File: src/rtl/sp_pkg.sv
package sp_pkg;

    typedef enum logic [3:0] {
        OPC_PUSH     = 4'd0,
        OPC_PULL     = 4'd1,
        OPC_ADJUST   = 4'd2,
        OPC_REL_S    = 4'd3,
        OPC_REL_L    = 4'd4,
        OPC_RSP      = 4'd5,
        OPC_TO_IDX   = 4'd6,
        OPC_FROM_IDX = 4'd7
    } sp_op_e;

    typedef enum logic [3:0] {
        ST_IDLE,
        ST_PUSH,
        ST_PULL_BUMP,
        ST_PULL_READ,
        ST_ADJUST,
        ST_REL_SHORT,
        ST_REL_LONG,
        ST_RSP,
        ST_TO_IDX,
        ST_FROM_IDX
    } sp_state_e;

endpackage

File: src/rtl/sp_addr_gen.sv
module sp_addr_gen #(
    parameter int AW   = 16,
    parameter int DW   = 8,
    parameter int OFFW = 16
) (
    input  logic [AW-1:0]   sp,
    input  logic [DW-1:0]   imm,
    input  logic [OFFW-1:0] off,
    input  logic [AW-1:0]   idx,
    output logic [AW-1:0]   sp_dec,
    output logic [AW-1:0]   sp_inc,
    output logic [AW-1:0]   sp_adj,
    output logic [AW-1:0]   sp_lowfill,
    output logic [AW-1:0]   sp_from_idx,
    output logic [AW-1:0]   ea_short,
    output logic [AW-1:0]   ea_long
);
    localparam int             PAD = AW - DW;
    localparam logic [AW-1:0]  ONE = {{(AW-1){1'b0}}, 1'b1};

    logic [AW-1:0] off_ext;
    logic [AW-1:0] imm_sext;
    logic [AW-1:0] imm_zext;

    generate
        if (OFFW < AW) begin : g_off_pad
            assign off_ext = {{(AW-OFFW){1'b0}}, off};
        end else begin : g_off_full
            assign off_ext = off[AW-1:0];
        end
    endgenerate

    assign imm_sext    = {{PAD{imm[DW-1]}}, imm};
    assign imm_zext    = {{PAD{1'b0}}, imm};

    assign sp_dec      = sp - ONE;
    assign sp_inc      = sp + ONE;
    assign sp_adj      = sp + imm_sext;
    assign sp_lowfill  = {sp[AW-1:DW], {DW{1'b1}}};
    assign sp_from_idx = idx - ONE;
    assign ea_short    = sp + imm_zext;
    assign ea_long     = sp + off_ext;

endmodule

File: src/rtl/sp_byte_sel.sv
module sp_byte_sel #(
    parameter int AW = 16,
    parameter int DW = 8
) (
    input  logic [1:0]    sel,
    input  logic [DW-1:0] acc,
    input  logic [AW-1:0] idx,
    output logic [DW-1:0] byte_out
);
    localparam int NB = AW / DW;

    logic [DW-1:0] parts [NB];

    generate
        for (genvar g = 0; g < NB; g++) begin : g_split
            assign parts[g] = idx[g*DW +: DW];
        end
    endgenerate

    always_comb begin
        unique case (sel)
            2'd0:    byte_out = acc;
            2'd1:    byte_out = parts[NB-1];
            default: byte_out = parts[0];
        endcase
    end

endmodule

File: src/rtl/stack_addr_unit.sv
module stack_addr_unit
    import sp_pkg::*;
#(
    parameter int            AW       = 16,
    parameter int            DW       = 8,
    parameter int            OFFW     = 16,
    parameter logic [AW-1:0] RESET_SP = 16'h00FF
) (
    input  logic          clk,
    input  logic          rst_n,
    input  logic          op_valid,
    input  logic [3:0]    op_code,
    input  logic [1:0]    reg_sel,
    input  logic [DW-1:0] imm8,
    input  logic [OFFW-1:0] off16,
    input  logic [DW-1:0] acc_in,
    input  logic [AW-1:0] idx_in,
    output logic          op_ready,
    output logic [AW-1:0] sp_out,
    output logic [AW-1:0] mem_addr,
    output logic          mem_wr,
    output logic          mem_rd,
    output logic [DW-1:0] mem_wdata,
    input  logic [DW-1:0] mem_rdata,
    output logic          ea_valid,
    output logic          pull_valid,
    output logic [DW-1:0] pull_data,
    output logic [1:0]    pull_dst,
    output logic          idx_valid,
    output logic [AW-1:0] idx_out
);
    localparam logic [AW-1:0] ONE = {{(AW-1){1'b0}}, 1'b1};

    sp_state_e     state, state_nx;
    logic [AW-1:0] sp;
    logic [DW-1:0] lat_imm;
    logic [OFFW-1:0] lat_off;
    logic [AW-1:0] lat_idx;
    logic [DW-1:0] lat_byte;
    logic [1:0]    lat_sel;
    logic [DW-1:0] sel_byte;
    logic          accept;

    logic [AW-1:0] sp_dec, sp_inc, sp_adj, sp_lowfill, sp_from_idx;
    logic [AW-1:0] ea_short, ea_long;

    sp_addr_gen #(.AW(AW), .DW(DW), .OFFW(OFFW)) u_addr (
        .sp          (sp),
        .imm         (lat_imm),
        .off         (lat_off),
        .idx         (lat_idx),
        .sp_dec      (sp_dec),
        .sp_inc      (sp_inc),
        .sp_adj      (sp_adj),
        .sp_lowfill  (sp_lowfill),
        .sp_from_idx (sp_from_idx),
        .ea_short    (ea_short),
        .ea_long     (ea_long)
    );

    sp_byte_sel #(.AW(AW), .DW(DW)) u_sel (
        .sel      (reg_sel),
        .acc      (acc_in),
        .idx      (idx_in),
        .byte_out (sel_byte)
    );

    assign accept = (state == ST_IDLE) && op_valid;

    // State register
    always_ff @(posedge clk or negedge rst_n) begin
        if (!rst_n) state <= ST_IDLE;
        else        state <= state_nx;
    end

    // Transitions
    always_comb begin
        state_nx = ST_IDLE;
        unique case (state)
            ST_IDLE: begin
                if (op_valid) begin
                    case (op_code)
                        OPC_PUSH:     state_nx = ST_PUSH;
                        OPC_PULL:     state_nx = ST_PULL_BUMP;
                        OPC_ADJUST:   state_nx = ST_ADJUST;
                        OPC_REL_S:    state_nx = ST_REL_SHORT;
                        OPC_REL_L:    state_nx = ST_REL_LONG;
                        OPC_RSP:      state_nx = ST_RSP;
                        OPC_TO_IDX:   state_nx = ST_TO_IDX;
                        OPC_FROM_IDX: state_nx = ST_FROM_IDX;
                        default:      state_nx = ST_IDLE;
                    endcase
                end
            end
            ST_PULL_BUMP: state_nx = ST_PULL_READ;
            default:      state_nx = ST_IDLE;
        endcase
    end

    // Operand capture on acceptance
    always_ff @(posedge clk or negedge rst_n) begin
        if (!rst_n) begin
            lat_imm  <= '0;
            lat_off  <= '0;
            lat_idx  <= '0;
            lat_byte <= '0;
            lat_sel  <= '0;
        end else if (accept) begin
            lat_imm  <= imm8;
            lat_off  <= off16;
            lat_idx  <= idx_in;
            lat_byte <= sel_byte;
            lat_sel  <= reg_sel;
        end
    end

    // Pointer register
    always_ff @(posedge clk or negedge rst_n) begin
        if (!rst_n) begin
            sp <= RESET_SP;
        end else begin
            unique case (state)
                ST_PUSH:      sp <= sp_dec;
                ST_PULL_BUMP: sp <= sp_inc;
                ST_ADJUST:    sp <= sp_adj;
                ST_RSP:       sp <= sp_lowfill;
                ST_FROM_IDX:  sp <= sp_from_idx;
                default:      sp <= sp;
            endcase
        end
    end

    // Outputs
    always_comb begin
        op_ready   = 1'b0;
        mem_addr   = '0;
        mem_wr     = 1'b0;
        mem_rd     = 1'b0;
        mem_wdata  = '0;
        ea_valid   = 1'b0;
        pull_valid = 1'b0;
        pull_data  = '0;
        pull_dst   = '0;
        idx_valid  = 1'b0;
        idx_out    = '0;
        unique case (state)
            ST_IDLE: op_ready = 1'b1;
            ST_PUSH: begin
                mem_addr  = sp;
                mem_wr    = 1'b1;
                mem_wdata = lat_byte;
            end
            ST_PULL_READ: begin
                mem_addr   = sp;
                mem_rd     = 1'b1;
                pull_valid = 1'b1;
                pull_data  = mem_rdata;
                pull_dst   = lat_sel;
            end
            ST_REL_SHORT: begin
                mem_addr = ea_short;
                ea_valid = 1'b1;
            end
            ST_REL_LONG: begin
                mem_addr = ea_long;
                ea_valid = 1'b1;
            end
            ST_TO_IDX: begin
                idx_out   = sp_inc;
                idx_valid = 1'b1;
            end
            default: ;
        endcase
    end

    assign sp_out = sp;

    // Checks beside the pointer and output logic
    assert_push_dec_R2: assert property (@(posedge clk) disable iff (!rst_n)
        mem_wr |=> (sp_out == $past(mem_addr) - ONE));

    assert_pull_order_R3: assert property (@(posedge clk) disable iff (!rst_n)
        mem_rd |-> (mem_addr == $past(sp_out) + ONE));

    assert_rel_keep_R5: assert property (@(posedge clk) disable iff (!rst_n)
        ea_valid |=> (sp_out == $past(sp_out)));

    assert_rsp_high_R7: assert property (@(posedge clk) disable iff (!rst_n)
        (state == ST_RSP) |=> (sp_out[AW-1:DW] == $past(sp_out[AW-1:DW])) && (sp_out[DW-1:0] == {DW{1'b1}}));

    assert_xfer_keep_R8: assert property (@(posedge clk) disable iff (!rst_n)
        idx_valid |=> (sp_out == $past(sp_out)));

    assert_one_strobe_R12: assert property (@(posedge clk) disable iff (!rst_n)
        $onehot0({mem_wr, mem_rd, ea_valid, idx_valid, op_ready}));

endmodule

File: config.mk
export PLATFORM = sky130hd
export DESIGN_NAME = stack_addr_unit
export DESIGN_NICKNAME = d
export VERILOG_FILES = /design/src/rtl/sp_pkg.sv /design/src/rtl/sp_addr_gen.sv /design/src/rtl/sp_byte_sel.sv /design/src/rtl/stack_addr_unit.sv
export SDC_FILE = /design/constraint.sdc
export NUM_CORES = 1
export LEC_CHECK = 0
export BUFFER_PORTS_ARGS = -buffer_cell sky130_fd_sc_hd__buf_2
export CORE_ASPECT_RATIO = 1.1
export CORE_MARGIN = 2
export CORE_UTILIZATION = 45
export CTS_CLUSTER_DIAMETER = 80
export DETAILED_ROUTE_END_ITERATION = 10
export PLACE_DENSITY = 0.74
export SETUP_SLACK_MARGIN = 0.15
export SYNTH_ARGS = -nofsm -noshare
export SYNTH_HDL_FRONTEND = slang
export SYNTH_SLANG_ARGS = --single-unit
File: constraint.sdc
create_clock -name clk -period 7.6 [get_ports clk]
set_input_delay 0.38 -clock clk [delete_from_list [all_inputs] [get_ports clk]]
set_output_delay 0.38 -clock clk [all_outputs]
set_load 0.02 [all_outputs]
# ---- Word level (Yosys, flattened, before mapping)
# Memory sizes are Yosys's and may differ from the RTL's.
# Index checks and enable logic that the tools add are counted.
dict set report classes {
  n_eq_ne 10
  n_addsub 6
  n_reduce_logical 8
  n_bitwise 1
  mux 15
}
# op n
set op_table {}
lappend op_table {{one-hot mux 16 bit (5 select lines)} 1}
lappend op_table {{one-hot mux 16 bit (3 select lines)} 1}
lappend op_table {{adder 16 bit} 2}
lappend op_table {{subtractor 16 x 1 -> 16 bit, second input constant} 2}
lappend op_table {{adder 16 x 1 -> 16 bit, second input constant} 1}
lappend op_table {{adder 16 x 8 -> 16 bit} 1}
lappend op_table {{== test 4 x 3 -> 1 bit, second input constant} 4}
lappend op_table {{2-to-1 mux 16 bit} 1}
lappend op_table {{2-to-1 mux 8 bit} 2}
lappend op_table {{one-hot mux 8 bit (2 select lines)} 1}
lappend op_table {{== test 4 x 2 -> 1 bit, second input constant} 2}
lappend op_table {{== test 4 bit, second input constant} 2}
lappend op_table {{2-to-1 mux 4 bit} 2}
lappend op_table {{one-hot mux 4 bit (2 select lines)} 1}
lappend op_table {{2-to-1 mux 1 bit} 5}
lappend op_table {{nonzero test 5 bit} 1}
lappend op_table {{== test 4 x 1 -> 1 bit, second input constant} 1}
lappend op_table {{logical NOT 4 bit} 1}
lappend op_table {{nonzero test 4 bit} 1}
lappend op_table {{OR reduction 2 bit} 2}
lappend op_table {{== test 2 x 1 -> 1 bit, second input constant} 1}
lappend op_table {{logical NOT 2 bit} 1}
lappend op_table {{2-to-1 mux 2 bit} 1}
lappend op_table {{AND reduction 2 bit} 1}
lappend op_table {{2 further kinds} 2}
dict set report word_totals {
  mem_bits_ro 32
  mem_count 1
  output_inout_bits 72
  input_bits 65
  elab_cells 49
  register_bits 70
}
# name words width rd rd_ports_with_merged_regs wr line_no
set mem_list {}
lappend mem_list {{(no name shown)} 8 4 1 0 0 stack_addr_unit.sv:82} ;# case (op_code)

# ---- Logic depth before layout (Yosys ltp)
# An unclocked memory read counts as a cell.
dict set report logic_depth {
  depth_word 4
  depth_mapped 17
}

# ---- Modules after synthesis
# A second synthesis with hierarchy kept.
dict set report unflattened {
  cells_unflattened 763
  area_unflattened_um2 6729.0
}
# module area_each_um2 n_inst cells_each
set by_module_without_submodules {}
lappend by_module_without_submodules {stack_addr_unit 4105.2 1 385}
lappend by_module_without_submodules {sp_addr_gen 2451.1 1 352}
lappend by_module_without_submodules {sp_byte_sel 172.7 1 26}

# ---- Worst setup path before layout
# Ideal clock, no wire load.
dict set report synth_timing {
  path_type {reg2out}
  from {register state[2]}
  to {output port mem_addr[15]}
  stages_incl_launch_ff 16
  t_arrival_ns 4.493
  t_required_ns 7.220
  n_path_buf 2
  path_slack_ns 2.727
  path_cell_list {dfrtp_1 clkbuf_1 or2b_4 nor2_1 clkbuf_1 mux2_2 ha_1 a21o_1 a221o_1 o41ai_4 o21ai_2 or4_1 a31oi_2 xnor2_1 or3b_1 mux2i_1}
}
dict set report synth_between {
  elab_chain_len 3
}
# element line_no
set synth_rtl {}
lappend synth_rtl {{start, declared} stack_addr_unit.sv:34} ;# sp_state_e state, state_nx;
lappend synth_rtl {{start signal, assigned} stack_addr_unit.sv:73} ;# else state <= state_nx;
lappend synth_rtl {{== test 4 x 1 -> 1 bit / == test 4 x 2 -> 1 bit (equally long branches)} stack_addr_unit.sv:146} ;# unique case (state)
lappend synth_rtl {{OR reduction 2 bit (no line)} -}
lappend synth_rtl {{one-hot mux 16 bit (3 select lines) *} stack_addr_unit.sv:146}
lappend synth_rtl {{end, declared} stack_addr_unit.sv:20} ;# output logic [AW-1:0] mem_addr,
# Mark *: on every way between the ends. The rest lies on a longest branch, timed or not.

# ---- Worst setup path in the final report
dict set report layout_timing {
  from {register state[1]}
  to {output port mem_addr[15]}
}
# Same word-level chain as after synthesis.

==> flow_summary.toml <==
[route]
vias = 5332
wl_per_cell_um = 16.7
routed_wl_mm = 15.7
postRouteAntennaNets = 0
drc = 0
first_pass_iters = 4
drt_iter0_markers = 467
avgViaCountPerCell = 5.65

[finish]
syn_to_final_growth_pct = 18.5
num_antenna_cells = 0
multiInputGateArea_mm2 = 0.00390
fillers = 1150
seqCellArea_mm2 = 0.00176
final_util = 0.548
layout.cells.non_filler = 943
fin_nets = 885
drive_above_1_share = 0.295

[critical_path]
cp-start-kind = "register"
critPathKind = "register to output port"
cp_max_fo = 25
r2r_cells = 10
critPathCaptureType = "output port"
r2r_end = "sp_out[12]$_DFFE_PN0P_"
ff2ff_setup_slack_ns = 3.93
arrival_ns = 5.69
r2r-start = "state[1]$_DFF_PN0_"
crit_required_ns = 7.22

[floorplanning]
row_count = 43
die-area_mm2 = 0.0139
die_w_um = 113
die-height_um = 124
core_area_mm2 = 0.0126
io_pins = 137
start_util = 0.462

[grt]
grt_max_degree = 71
antenna_found_initial = 0
grt_use_total = 0.228
grt_pass1_wl_mm = 25.2
grt_pass1_vias = 5091
overflow = 0

[timing]
skew_ns = 0.00428
fin_ws_ns = 1.53
slew-limit-headroom = 0.189
rsz0062_at_grt = "false"
post-route-period-util = 0.799
finalHoldViolations = 0
period_minus_slack_ns = 6.07
worst_slew_pin_slew_ns = 1.22
max_clock_freq_mhz = 165
final-max-slew-violation-count = 0
setup_viol = 0
fin_tns_setup_ns = 0

[placed_design]
gp_congestion = 0.889
placed_cells = 927
place.detailed.hpwl_mm = 11.6
portBuffers = 136
pre_cts_ws_ns = 1.97

[clock_network]
ctsResizeCount = 0
hold_buffers = 0
cts-htree-levels = 3
clk_latency_ns = 0.35
cts_tree = "yes"
cts_root_buf = "clkbuf_16"
cts.sinks = 70
cts_buffer_depth = 2
clk_pin_slew_ns = 0.06
cts_made_buffers = 9
post_cts_buffers = 0

[yosys]
async_flop_share = 1.00
synthFlopType = "dfrtp_1"
synthCells = 667
syn_area_mm2 = 0.00585
yosysUniqueCellTypes = 64
syn-mean-instance-area_um2 = 8.77
yosysSeqAreaShare = 0.301
postSynthNetCount = 771
ys_ff_latch = 70
ys_warn_count = 0
synth-edff-count = 0

[pwr]
p_per_area_mw_per_mm2 = 464
power_w = 0.00322
leakagePower_nw = 3.30
peakVddDrop_mv = 0.268

[min_path]
hold_class = "input port to async pin"

[flow_run]
cap_viol_max_count = 0

[run_status]
status = "finished clean"
==> cells in the final DEF (no fill, tap or decap), types with 3 or more instances in the layout <==
| master | instances |
|---|---|
| xor2_1 | 24 |
| a21o_1 | 9 |
| nor2b_1 | 4 |
| or2_2 | 5 |
| nand3_1 | 17 |
| ha_1 | 37 |
| a221oi_1 | 3 |
| nand2b_1 | 7 |
| nor3_1 | 16 |
| buf_2 | 136 |
| inv_1 | 13 |
| mux2_2 | 50 |
| a22o_1 | 14 |
| o21a_1 | 6 |
| a211oi_1 | 4 |
| a21oi_1 | 44 |
| nor4_1 | 5 |
| xnor2_1 | 30 |
| mux2i_1 | 23 |
| dfstp_2 | 8 |
| or3_1 | 7 |
| and3_1 | 13 |
| nor2_1 | 72 |
| buf_4 | 6 |
| and2_1 | 20 |
| dfrtp_1 | 62 |
| nand2_1 | 44 |
| o22ai_1 | 4 |
| o21ai_0 | 29 |
| clkbuf_16 | 9 |
| o31ai_1 | 6 |
| clkinv_2 | 3 |
| o21ai_1 | 9 |
==> cell type report <==
cell class                      instances  area share
Inverter                               13     0.00704
Clock inverter                          6     0.00885
Timing Repair Buffer                  142       0.105
Sequential cell                        70       0.254
Clock buffer                           10      0.0345
Multi-Input combinational cell        545       0.562
Tap cell                              157      0.0283
==> state kept, by name, summed over array words and instances (netlist names) <==
name	flops
lat_idx	16
lat_off	16
sp_out	16
lat_byte	8
lat_imm	8
state	4
lat_sel	2
==> power breakdown <==
part	switching [W]	internal (W)	total [W]
clock network	0.000165	0.000261	0.000427
logic	0.00106	0.000872	0.00193
registers	0.000285	0.000576	0.000860
==> per-stage QoR <==
step	hold slack (ns)	area [um2]
after global routing	0.248	6930
after CTS	0.228	6930
after floorplan	0.0844	5850
final	0.246	6930
after global placement	0.454	6630
after detailed placement	0.464	6630
==> critical path: stages, from the launching register on <==
cell	delay, ns
dfrtp_1	0.81
nand2b_1	0.23
nor2_1	0.91
mux2_2	0.45
ha_1	0.35
and2_1	0.17
a221o_1	0.36
o41ai_4	0.30
o21ai_2	0.12
or4_1	0.44
a31oi_2	0.25
xnor2_1	0.14
or3b_1	0.36
mux2i_1	0.23
buf_2	0.22
==> worst max path at each step <==
stage | cells after the start | from | slack [ns] | end
after detailed placement | 14 | state[1]$_DFF_PN0_ | 1.97 | mem_addr[15]
after global placement | 14 | state[1]$_DFF_PN0_ | 2.06 | mem_addr[15]
after global routing | 14 | state[1]$_DFF_PN0_ | 1.21 | mem_addr[15]
after CTS | 14 | state[1]$_DFF_PN0_ | 1.54 | mem_addr[15]
after floorplan | 15 | state[2]$_DFF_PN0_ | 2.73 | mem_addr[15]
final | 14 | state[1]$_DFF_PN0_ | 1.53 | mem_addr[15]
==> cell families after synthesis <==
logic type,count (synthesis),share of synthesized area
compound gates,155,0.176
xor+xnor,54,0.0809
fa+ha+maj,39,0.0860
buf+inv,52,0.0340
flops,70,0.301
mux,73,0.136
simple gates,224,0.186
==> synth_stat cells (all sizes together) (3+ instances only) <==
master,n,area [um2]
inv,13,48.8
a22o,14,123
dfstp,8,210
a21o,9,67.6
xor2,24,210
o21ai,39,199
or3,8,51.3
clkbuf,37,139
o21a,6,45.0
and3,13,81.3
ha,37,463
a31oi,3,25.0
and2,20,125
xnor2,30,263
mux2,50,563
or2,5,31.3
nand2,45,169
nor3,17,85.1
nor4,5,31.3
o22ai,4,25.0
o31ai,6,45.0
a221oi,3,26.3
a21oi,45,229
nand3,17,85.1
mux2i,23,230
nand2b,7,43.8
dfrtp,62,1550
o41ai,3,45.1
nor2b,4,25.0
nor2,73,274
a211oi,4,30.0
==> layer usage <==
layer | up-vias | track usage | wire [um]
met5 | - | 0 | 0
met4 | 0 | 0.0877 | 367
met3 | 28 | 0.0623 | 1110
met2 | 192 | 0.379 | 7280
met1 | 2493 | 0.285 | 6950
li1 | 2619 | - | -
No activity file was read; power rests on OpenSTA's default activity.
